===== src/rtl/sram_ctl_pkg.sv =====
`timescale 1ns/1ps
package sram_ctl_pkg;

   typedef enum logic [2:0] {
      ST_IDLE  = 3'd0,
      ST_READ  = 3'd1,
      ST_WRITE = 3'd2,
      ST_WHOLD = 3'd3,
      ST_GAP   = 3'd4
   } ctl_state_e;

   // nanoseconds to whole clock cycles, rounded up
   function automatic int ns_to_cyc(input int ns, input int clk_ns);
      return (ns + clk_ns - 1) / clk_ns;
   endfunction

   function automatic int imax(input int a, input int b);
      return (a > b) ? a : b;
   endfunction

endpackage


===== src/rtl/sram_ctl_timer.sv =====
`timescale 1ns/1ps
module sram_ctl_timer #(
   parameter int CW = 6
) (
   input  logic          clk,
   input  logic          rst_n,
   input  logic          clr,
   output logic [CW-1:0] cnt
);

   localparam logic [CW-1:0] ONE = CW'(1);
   localparam logic [CW-1:0] TOP = {CW{1'b1}};

   // counts cycles spent in the current phase; 1 in its first cycle
   always_ff @(posedge clk or negedge rst_n) begin
      if (!rst_n)
         cnt <= '0;
      else if (clr)
         cnt <= ONE;
      else if (cnt != TOP)
         cnt <= cnt + ONE;
   end

endmodule


===== src/rtl/sram_ctl_seq.sv =====
`timescale 1ns/1ps
module sram_ctl_seq
   import sram_ctl_pkg::*;
#(
   parameter int CW     = 6,
   parameter int N_CAP  = 14,
   parameter int N_RD   = 14,
   parameter int N_WP   = 10,
   parameter int N_GAPR = 14,
   parameter int N_GAPW = 14,
   parameter int N_REL  = 8,
   parameter int N_REC  = 14
) (
   input  logic          clk,
   input  logic          rst_n,
   input  logic          req_valid,
   input  logic          req_write,
   input  logic [CW-1:0] cnt,
   output logic          cnt_clr,
   output logic          accept,
   output logic          capture,
   output logic          ready,
   output logic          done,
   output logic          ce_n,
   output logic          oe_n,
   output logic          we_n,
   output logic          dq_oe
);

   localparam logic [CW-1:0] K_CAP  = CW'(N_CAP);
   localparam logic [CW-1:0] K_RD   = CW'(N_RD);
   localparam logic [CW-1:0] K_WP   = CW'(N_WP);
   localparam logic [CW-1:0] K_GAPR = CW'(N_GAPR);
   localparam logic [CW-1:0] K_GAPW = CW'(N_GAPW);
   localparam logic [CW-1:0] K_REL  = CW'(N_REL);
   localparam logic [CW-1:0] K_REC  = CW'(N_REC);
   localparam logic [CW-1:0] K_TOP  = {CW{1'b1}};

   ctl_state_e st_q;
   logic       after_rd_q;
   logic [CW-1:0] gap_lim;

   assign ready   = (st_q == ST_IDLE);
   assign accept  = ready && req_valid;
   assign capture = (st_q == ST_READ) && (cnt == K_CAP);
   assign gap_lim = after_rd_q ? K_GAPR : K_GAPW;

   always_comb begin
      cnt_clr = 1'b0;
      unique case (st_q)
         ST_IDLE:  cnt_clr = req_valid;
         ST_READ:  cnt_clr = (cnt >= K_RD);
         ST_WRITE: cnt_clr = (cnt >= K_WP);
         ST_WHOLD: cnt_clr = 1'b1;
         default:  cnt_clr = 1'b0;
      endcase
   end

   always_ff @(posedge clk or negedge rst_n) begin
      if (!rst_n) begin
         st_q       <= ST_IDLE;
         after_rd_q <= 1'b0;
         ce_n       <= 1'b1;
         oe_n       <= 1'b1;
         we_n       <= 1'b1;
         dq_oe      <= 1'b0;
         done       <= 1'b0;
      end else begin
         done <= 1'b0;
         unique case (st_q)
            ST_IDLE: begin
               if (req_valid) begin
                  ce_n       <= 1'b0;
                  after_rd_q <= !req_write;
                  if (req_write) begin
                     we_n  <= 1'b0;
                     dq_oe <= 1'b1;
                     st_q  <= ST_WRITE;
                  end else begin
                     oe_n  <= 1'b0;
                     st_q  <= ST_READ;
                  end
               end
            end
            ST_READ: begin
               if (cnt == K_CAP)
                  done <= 1'b1;
               if (cnt >= K_RD) begin
                  ce_n <= 1'b1;
                  oe_n <= 1'b1;
                  st_q <= ST_GAP;
               end
            end
            ST_WRITE: begin
               if (cnt >= K_WP) begin
                  we_n  <= 1'b1;
                  dq_oe <= 1'b0;
                  st_q  <= ST_WHOLD;
               end
            end
            ST_WHOLD: begin
               ce_n <= 1'b1;
               done <= 1'b1;
               st_q <= ST_GAP;
            end
            ST_GAP: begin
               if (cnt >= gap_lim)
                  st_q <= ST_IDLE;
            end
            default: st_q <= ST_IDLE;
         endcase
      end
   end

   // watch counters for the checks below
   logic [CW-1:0] quiet_q;   // cycles since the memory last drove the bus
   logic [CW-1:0] desel_q;   // cycles chip enable has been high
   always_ff @(posedge clk or negedge rst_n) begin
      if (!rst_n) begin
         quiet_q <= K_TOP;
         desel_q <= K_TOP;
      end else begin
         if (!ce_n && !oe_n && we_n) quiet_q <= '0;
         else if (quiet_q != K_TOP)  quiet_q <= quiet_q + CW'(1);
         if (!ce_n)                  desel_q <= '0;
         else if (desel_q != K_TOP)  desel_q <= desel_q + CW'(1);
      end
   end

   AST_DRIVE_IN_PULSE: assert property (@(posedge clk) disable iff (!rst_n)
      dq_oe |-> (!we_n && !ce_n));
   AST_OE_WE_EXCL: assert property (@(posedge clk) disable iff (!rst_n)
      (oe_n || we_n));
   AST_DONE_SINGLE: assert property (@(posedge clk) disable iff (!rst_n)
      done |=> !done);
   AST_READY_DESELECTED: assert property (@(posedge clk) disable iff (!rst_n)
      ready |-> (ce_n && oe_n && we_n && !dq_oe));
   AST_NO_CONTENTION: assert property (@(posedge clk) disable iff (!rst_n)
      dq_oe |-> (quiet_q >= K_REL));
   AST_RECOVERY_GAP: assert property (@(posedge clk) disable iff (!rst_n)
      $fell(ce_n) |-> ($past(desel_q) >= K_REC));
   AST_HOLD_SELECTED: assert property (@(posedge clk) disable iff (!rst_n)
      $rose(we_n) |-> !ce_n);

endmodule


===== src/rtl/sram_ctl_dp.sv =====
`timescale 1ns/1ps
module sram_ctl_dp #(
   parameter int AW = 19,
   parameter int DW = 8
) (
   input  logic          clk,
   input  logic          rst_n,
   input  logic          load,
   input  logic          capture,
   input  logic [AW-1:0] req_addr,
   input  logic [DW-1:0] req_wdata,
   input  logic [DW-1:0] mem_dq_in,
   output logic [AW-1:0] mem_addr,
   output logic [DW-1:0] mem_dq_out,
   output logic [DW-1:0] rsp_rdata
);

   // address and write byte stay put from acceptance until the next one
   always_ff @(posedge clk or negedge rst_n) begin
      if (!rst_n) begin
         mem_addr   <= '0;
         mem_dq_out <= '0;
      end else if (load) begin
         mem_addr   <= req_addr;
         mem_dq_out <= req_wdata;
      end
   end

   // one capture flop per data bit, loaded on the sampling edge
   for (genvar b = 0; b < DW; b++) begin : g_cap
      always_ff @(posedge clk or negedge rst_n) begin
         if (!rst_n)
            rsp_rdata[b] <= 1'b0;
         else if (capture)
            rsp_rdata[b] <= mem_dq_in[b];
      end
   end

endmodule


===== src/rtl/sram_ctl.sv =====
`timescale 1ns/1ps
module sram_ctl
   import sram_ctl_pkg::*;
#(
   parameter int ADDR_W    = 19,
   parameter int DATA_W    = 8,
   parameter int CLK_NS    = 4,
   parameter int T_RC_NS   = 55,
   parameter int T_AA_NS   = 55,
   parameter int T_OE_NS   = 30,
   parameter int T_OHZ_NS  = 25,
   parameter int T_CHZ_NS  = 30,
   parameter int T_WP_NS   = 40,
   parameter int T_REC_NS  = 55
) (
   input  logic              clk,
   input  logic              rst_n,
   input  logic              req_valid,
   input  logic              req_write,
   input  logic [ADDR_W-1:0] req_addr,
   input  logic [DATA_W-1:0] req_wdata,
   output logic              req_ready,
   output logic              rsp_done,
   output logic [DATA_W-1:0] rsp_rdata,
   output logic [ADDR_W-1:0] mem_addr,
   output logic              mem_ce_n,
   output logic              mem_oe_n,
   output logic              mem_we_n,
   output logic [DATA_W-1:0] mem_dq_out,
   input  logic [DATA_W-1:0] mem_dq_in,
   output logic              mem_dq_oe
);

   localparam int C_RC  = ns_to_cyc(T_RC_NS,  CLK_NS);
   localparam int C_AA  = ns_to_cyc(T_AA_NS,  CLK_NS);
   localparam int C_OE  = ns_to_cyc(T_OE_NS,  CLK_NS);
   localparam int C_OHZ = ns_to_cyc(T_OHZ_NS, CLK_NS);
   localparam int C_CHZ = ns_to_cyc(T_CHZ_NS, CLK_NS);
   localparam int C_WP  = ns_to_cyc(T_WP_NS,  CLK_NS);
   localparam int C_REC = ns_to_cyc(T_REC_NS, CLK_NS);

   localparam int C_CAP  = imax(C_AA, C_OE);
   localparam int C_RD   = imax(C_CAP, C_RC);
   localparam int C_REL  = imax(C_OHZ, C_CHZ);
   localparam int C_GAPR = imax(C_REC, C_REL);
   localparam int C_GAPW = C_REC;
   localparam int C_MAX  = imax(imax(C_RD, C_WP), C_GAPR);
   localparam int CW     = $clog2(C_MAX + 1) + 1;

   // elaboration-time parameter checks
   if (CLK_NS < 1) begin : g_bad_clk
      $error("sram_ctl: CLK_NS must be at least 1");
   end
   if (T_RC_NS < 1 || T_AA_NS < 1 || T_OE_NS < 1 || T_OHZ_NS < 1 ||
       T_CHZ_NS < 1 || T_WP_NS < 1 || T_REC_NS < 1) begin : g_bad_time
      $error("sram_ctl: every timing figure must be positive");
   end
   if (ADDR_W < 1 || DATA_W < 1) begin : g_bad_width
      $error("sram_ctl: bus widths must be positive");
   end

   logic [CW-1:0] phase_cnt;
   logic          cnt_clr;
   logic          accept;
   logic          capture;

   sram_ctl_timer #(.CW(CW)) i_timer (
      .clk   (clk),
      .rst_n (rst_n),
      .clr   (cnt_clr),
      .cnt   (phase_cnt)
   );

   sram_ctl_seq #(
      .CW     (CW),
      .N_CAP  (C_CAP),
      .N_RD   (C_RD),
      .N_WP   (C_WP),
      .N_GAPR (C_GAPR),
      .N_GAPW (C_GAPW),
      .N_REL  (C_REL),
      .N_REC  (C_REC)
   ) i_seq (
      .clk       (clk),
      .rst_n     (rst_n),
      .req_valid (req_valid),
      .req_write (req_write),
      .cnt       (phase_cnt),
      .cnt_clr   (cnt_clr),
      .accept    (accept),
      .capture   (capture),
      .ready     (req_ready),
      .done      (rsp_done),
      .ce_n      (mem_ce_n),
      .oe_n      (mem_oe_n),
      .we_n      (mem_we_n),
      .dq_oe     (mem_dq_oe)
   );

   sram_ctl_dp #(.AW(ADDR_W), .DW(DATA_W)) i_dp (
      .clk        (clk),
      .rst_n      (rst_n),
      .load       (accept),
      .capture    (capture),
      .req_addr   (req_addr),
      .req_wdata  (req_wdata),
      .mem_dq_in  (mem_dq_in),
      .mem_addr   (mem_addr),
      .mem_dq_out (mem_dq_out),
      .rsp_rdata  (rsp_rdata)
   );

   AST_HOLD_STABLE: assert property (@(posedge clk) disable iff (!rst_n)
      $rose(mem_we_n) |-> ($stable(mem_addr) && $stable(mem_dq_out)));
   AST_ADDR_STABLE_READ: assert property (@(posedge clk) disable iff (!rst_n)
      (!mem_oe_n && $past(!mem_oe_n)) |-> $stable(mem_addr));

endmodule


===== config.mk =====
export PLATFORM = sky130hd
export DESIGN_NAME = sram_ctl
export DESIGN_NICKNAME = d
export VERILOG_FILES = /design/src/rtl/sram_ctl_pkg.sv /design/src/rtl/sram_ctl_timer.sv /design/src/rtl/sram_ctl_seq.sv /design/src/rtl/sram_ctl_dp.sv /design/src/rtl/sram_ctl.sv
export SDC_FILE = /design/constraint.sdc
export NUM_CORES = 1
export LEC_CHECK = 0
export BUFFER_PORTS_ARGS = -buffer_cell sky130_fd_sc_hd__buf_2
export CORE_MARGIN = 2
export CORE_UTILIZATION = 50
export CTS_BUF_LIST = sky130_fd_sc_hd__clkbuf_8 sky130_fd_sc_hd__clkbuf_16
export DETAILED_ROUTE_END_ITERATION = 6
export PLACE_DENSITY = 0.89
export SKIP_CTS_REPAIR_TIMING = 1
export SLEW_MARGIN = 10
export SYNTH_ARGS = -nofsm -noshare
export SYNTH_HDL_FRONTEND = slang
export SYNTH_SLANG_ARGS = --single-unit

===== constraint.sdc =====
create_clock -name clk -period 3.7 [get_ports clk]
set_clock_uncertainty 0.1 [all_clocks]
set_input_delay 0.74 -clock clk [delete_from_list [all_inputs] [get_ports clk]]
set_output_delay 0.74 -clock clk [all_outputs]
set_load 0.05 [all_outputs]

Yosys cells after proc, flatten, opt, wreduce, memory -nomap -nowiden
Index checks and enable logic that the tools add are counted.
Widths: inputs -> output; s select.
{"block": "classes", "add_sub_neg": 1, "order_cmp": 2, "n_eq_ne": 12, "mux": 25, "n_reduce_logical": 11}
{"operator": "$pmux 3 s5", "count": 1}
{"operator": "$mux 3", "count": 4}
{"operator": "$reduce_and 4->1", "count": 3}
{"operator": "$mux 1", "count": 11}
{"operator": "$ge 5x4->1 const B", "count": 2}
{"operator": "$mux 5", "count": 2}
{"operator": "$ne 2x2->1 const B", "count": 4}
{"operator": "$pmux 1 s2", "count": 4}
{"operator": "$eq 3x2->1 const B", "count": 2}
{"operator": "$reduce_bool 2->1", "count": 3}
{"operator": "$add 5x1->5 const B", "count": 1}
{"operator": "$eq 5x4->1 const B", "count": 1}
{"operator": "$ne 5x5->1 const B", "count": 1}
{"operator": "$ne 2x1->1 const B", "count": 2}
{"operator": "$pmux 1 s4", "count": 1}
{"operator": "$eq 3x1->1 const B", "count": 1}
{"operator": "$eq 3x3->1 const B", "count": 1}
{"operator": "$logic_not 3->1", "count": 1}
{"operator": "$pmux 1 s3", "count": 1}
{"operator": "$reduce_and 3->1", "count": 1}
{"operator": "$reduce_bool 3->1", "count": 1}
{"operator": "$logic_and 1x1->1", "count": 2}
{"operator": "$mux 2", "count": 1}
{"block": "totals", "ff_bits": 48, "output_inout_bits": 41, "word_cells": 68}

Depth between registers and ports, before layout
{"block": "depth", "word_depth": 3, "mapped_depth": 6}

Modules after synthesis
Synthesis repeated with hierarchy kept, for this count alone.
{"block": "hier_totals", "cells_unflattened": 139, "area_unflattened_um2": 2069.5}
{"module": "sram_ctl_dp", "instances": 1, "cells_each": 74, "area_each_um2": 1401.3}
{"module": "sram_ctl_seq", "instances": 1, "cells_each": 45, "area_each_um2": 429.2}
{"module": "sram_ctl_timer", "instances": 1, "cells_each": 20, "area_each_um2": 239.0}

Worst setup path before layout
Ideal clock, no wire load.
{"block": "synth_timing", "path_kind": "reg-to-output", "from": "register i_seq.st_q[1]", "to": "output port req_ready", "t_arrival_ns": 1.800, "path_slack_ns": 1.060, "path_stages_with_launch": 4, "n_path_buf": 2, "cell_sequence": "dfrtp_1 > buf_4 > clkbuf_1 > nor3_1"}
{"block": "synth_between", "elab_chain_cells": 1}
{"item": "from (decl)", "line": "sram_ctl_seq.sv:39", "source": "ctl_state_e st_q;"}
{"item": "from (signal assigned)", "line": "sram_ctl_seq.sv:61", "source": "st_q <= ST_IDLE;"}
{"item": "from (signal assigned)", "line": "sram_ctl_seq.sv:78", "source": "st_q <= ST_WRITE;"}
{"item": "from (signal assigned)", "line": "sram_ctl_seq.sv:81", "source": "st_q <= ST_READ;"}
{"item": "$logic_not 3->1", "line": "sram_ctl_seq.sv:43", "source": "assign ready = (st_q == ST_IDLE);"}
{"item": "to (decl)", "line": "sram_ctl.sv:22", "source": "output logic req_ready,"}
Every way passes these cells.

Worst setup path after layout
Ends and elaborated chain as after synthesis.

==> flow_summary.toml <==
[outcome]
status = "complete, no violations"

[placement]
hpwlAfterDp_um = 2970
place.gp.congestion = 0.824
dp_cells = 274
io_buffers = 79

[timing]
fin_setup_tns_ns = 0
rsz0062_at_grt = "false"
fin_crit_ns = 2.30
worstMarginPinSlew_ns = 1.03
holdWs_ns = 0.399
finalCritPeriodShare = 0.621
max_freq_ghz = 0.436
timing.final.hold_violations = 0
slew_violations = 0
slew_headroom = 0.316
setup_violations = 0

[critical_path]
cp.required_ns = 2.86
worstSetupPathType = "flop to output pin"
cp_max_fo = 16
crit_start = "i_seq.st_q[1]$_DFFE_PN0P_"
critical-path-max-stage-delay_ns = 0.61
worstReg2RegStart = "i_seq.st_q[1]$_DFFE_PN0P_"
endpoint_kind = "output pin"
startpoint_type = "flop"
cp.arrival_ns = 1.46
critical-path-slowest-cell = "dfrtp_1"
crit_chain = "nor3_1 > buf_2"
crit_family = "flip-flops"
path_buf_inv = 1

[synth]
ys_seq_area_frac = 0.566
yosysUniqueCellTypes = 41
synth_ff_type = "dfrtp_1"
yosysWarnings = 0
synth_largest_area_cell = "dfrtp_1"
synth_area_leaders = "dfrtp_1 53%, mux2_2 17%, dfstp_2 3.7%, nor3_1 1.9%, ha_1 1.8%"
synth.cells.most_frequent = "45 x dfrtp_1, 33 x mux2_2, 9 x nor2_1"
syn_inst = 155
synth_seq_cells = 48
synth_top_area_frac = 0.529
synth.most_common_cell = "dfrtp_1"
syn-cell-area_mm2 = 0.00213
async_flop_share = 1.00
synth-edff-count = 0
avgSynthCellArea_um2 = 13.7
syn-num-nets = 197

[pwr]
p_sw_frac = 0.499
p_total_mw = 2.64
power.share.combinational = 0.531
p_per_area_mw_per_mm2 = 1010
peakVddDrop_mv = 0.478
power_switching_mw = 1.32
leakage_nw = 1.24
p_clk_frac = 0.123
seq_power_share = 0.346
p_int_mw = 1.32

[floorplan]
initial_core_util = 0.525
die_w_um = 69.2
die_h_um = 69.2
dieArea_mm2 = 0.00479
ios = 80
core_mm2 = 0.00406
num_rows = 23

[drt]
drc = 0
ant_nets = 0
dr.pass1.iters = 4
post_drt_wl_per_cell_um = 14.3
routed_wl_um = 4020
drt_iter0_markers = 99
via_count = 1542
vias_per_cell = 5.47

[cts]
clk_pin_slew_worst_paths_ns = 0.09
cts_max_level = 2
root_buffer = "clkbuf_8"
clk-insertion-delay-late_ns = 0.29
cts_inserted_buffers = 5
cts_sinks = 48
cts_tree = "done"
clk_path_buf_depth = 2

[grt]
gr-total-overflow = 0
track_usage = 0.177
antenna_found_initial = 0
grt_first_pass_wirelength_um = 6940
grt_pass1_vias = 1604
grt_start_max_net_pins = 49

[flow_run]
cap_violations = 0

[worst_hold_path]
min_from = "i_dp.mem_dq_out[6]$_DFFE_PN0P_"
holdCritPathClass = "flop to flop"

[final_layout]
nets = 273
final_core_util = 0.645
fin_cells = 282
insertedDiodeCount = 0
drive_gt1_frac = 0.560
layout-area-overhead-vs-synth_pct = 22.9
-- per-layer routing --
metal,share of wire,global-route usage
met1,0.38,0.195
met5,0,0
met4,0.025,0.0828
met3,0.052,0.0349
met2,0.54,0.326
-- power by group through the flow --
stage	Sequential, mW	Combinational (mW)	Clock (mW)
2_1_floorplan	1.51	0.541	0
3_3_place_gp	0.913	1.39	0
3_5_place_dp	0.925	1.42	0
4_1_cts	0.915	1.42	0.337
5_1_grt	0.951	1.48	0.357
6_report	0.914	1.40	0.325
-- kinds of logic after synthesis --
| logic type | after synthesis | share of synthesized area |
|---|---|---|
| mux | 37 | 0.195 |
| simple gates | 33 | 0.0988 |
| buf+inv | 13 | 0.0388 |
| flops | 48 | 0.566 |
| fa+ha+maj | 3 | 0.0176 |
| xor+xnor | 3 | 0.0123 |
| compound gates | 18 | 0.0717 |
-- cells in the final DEF (no fill, tap or decap), types with 3 or more instances in the layout --
cell and n:
nor3_1 8, mux2_2 33, dfrtp_1 45, clkbuf_8 6
dfstp_2 3, a21oi_1 5, buf_2 79, nor2_1 9
ha_1 3
-- area by class of cell --
cell class / instances / area [µm²]
clock inverters: 2 / 15.0
fillers: 332 / 1440
flip-flops and latches: 48 / 1200
multi-input cells: 94 / 841
repair buffers: 80 / 403
inverters: 2 / 7.51
clock buffers: 6 / 82.6
well taps: 50 / 62.6
-- stage by stage --
step                      worst slack, ns  cell area (µm²)
after floorplan                      1.06             2130
after global placement               1.64             2520
after detailed placement             1.59             2520
after CTS                            1.40             2620
after global routing                 1.31             2620
final                                1.40             2620
-- state kept, by name, summed over array words and instances (netlist names) --
signal           count
i_seq.st_q           3
i_dp.mem_addr       19
i_dp.rsp_rdata       8
i_seq.dq_oe          1
i_seq.we_n           1
i_dp.mem_dq_out      8
i_seq.oe_n           1
i_seq.ce_n           1
i_timer.cnt          5
i_seq.done           1
-- path summary, 6_finish.rpt --
path	end	slack [ns]	cells after the start
setup / recovery	req_ready	1.40	2
hold / removal	i_dp.mem_dq_out[6]$_DFFE_PN0P_	0.40	1
setup reg to reg	i_timer.cnt[0]$_DFFE_PN0P_	1.74	3
hold reg to reg	i_dp.mem_dq_out[6]$_DFFE_PN0P_	0.40	1
max in group asynchronous	i_seq.st_q[1]$_DFFE_PN0P_	2.36	1
min in group asynchronous	i_timer.cnt[0]$_DFFE_PN0P_	0.52	1
Power figures use the tool's default switching activity.
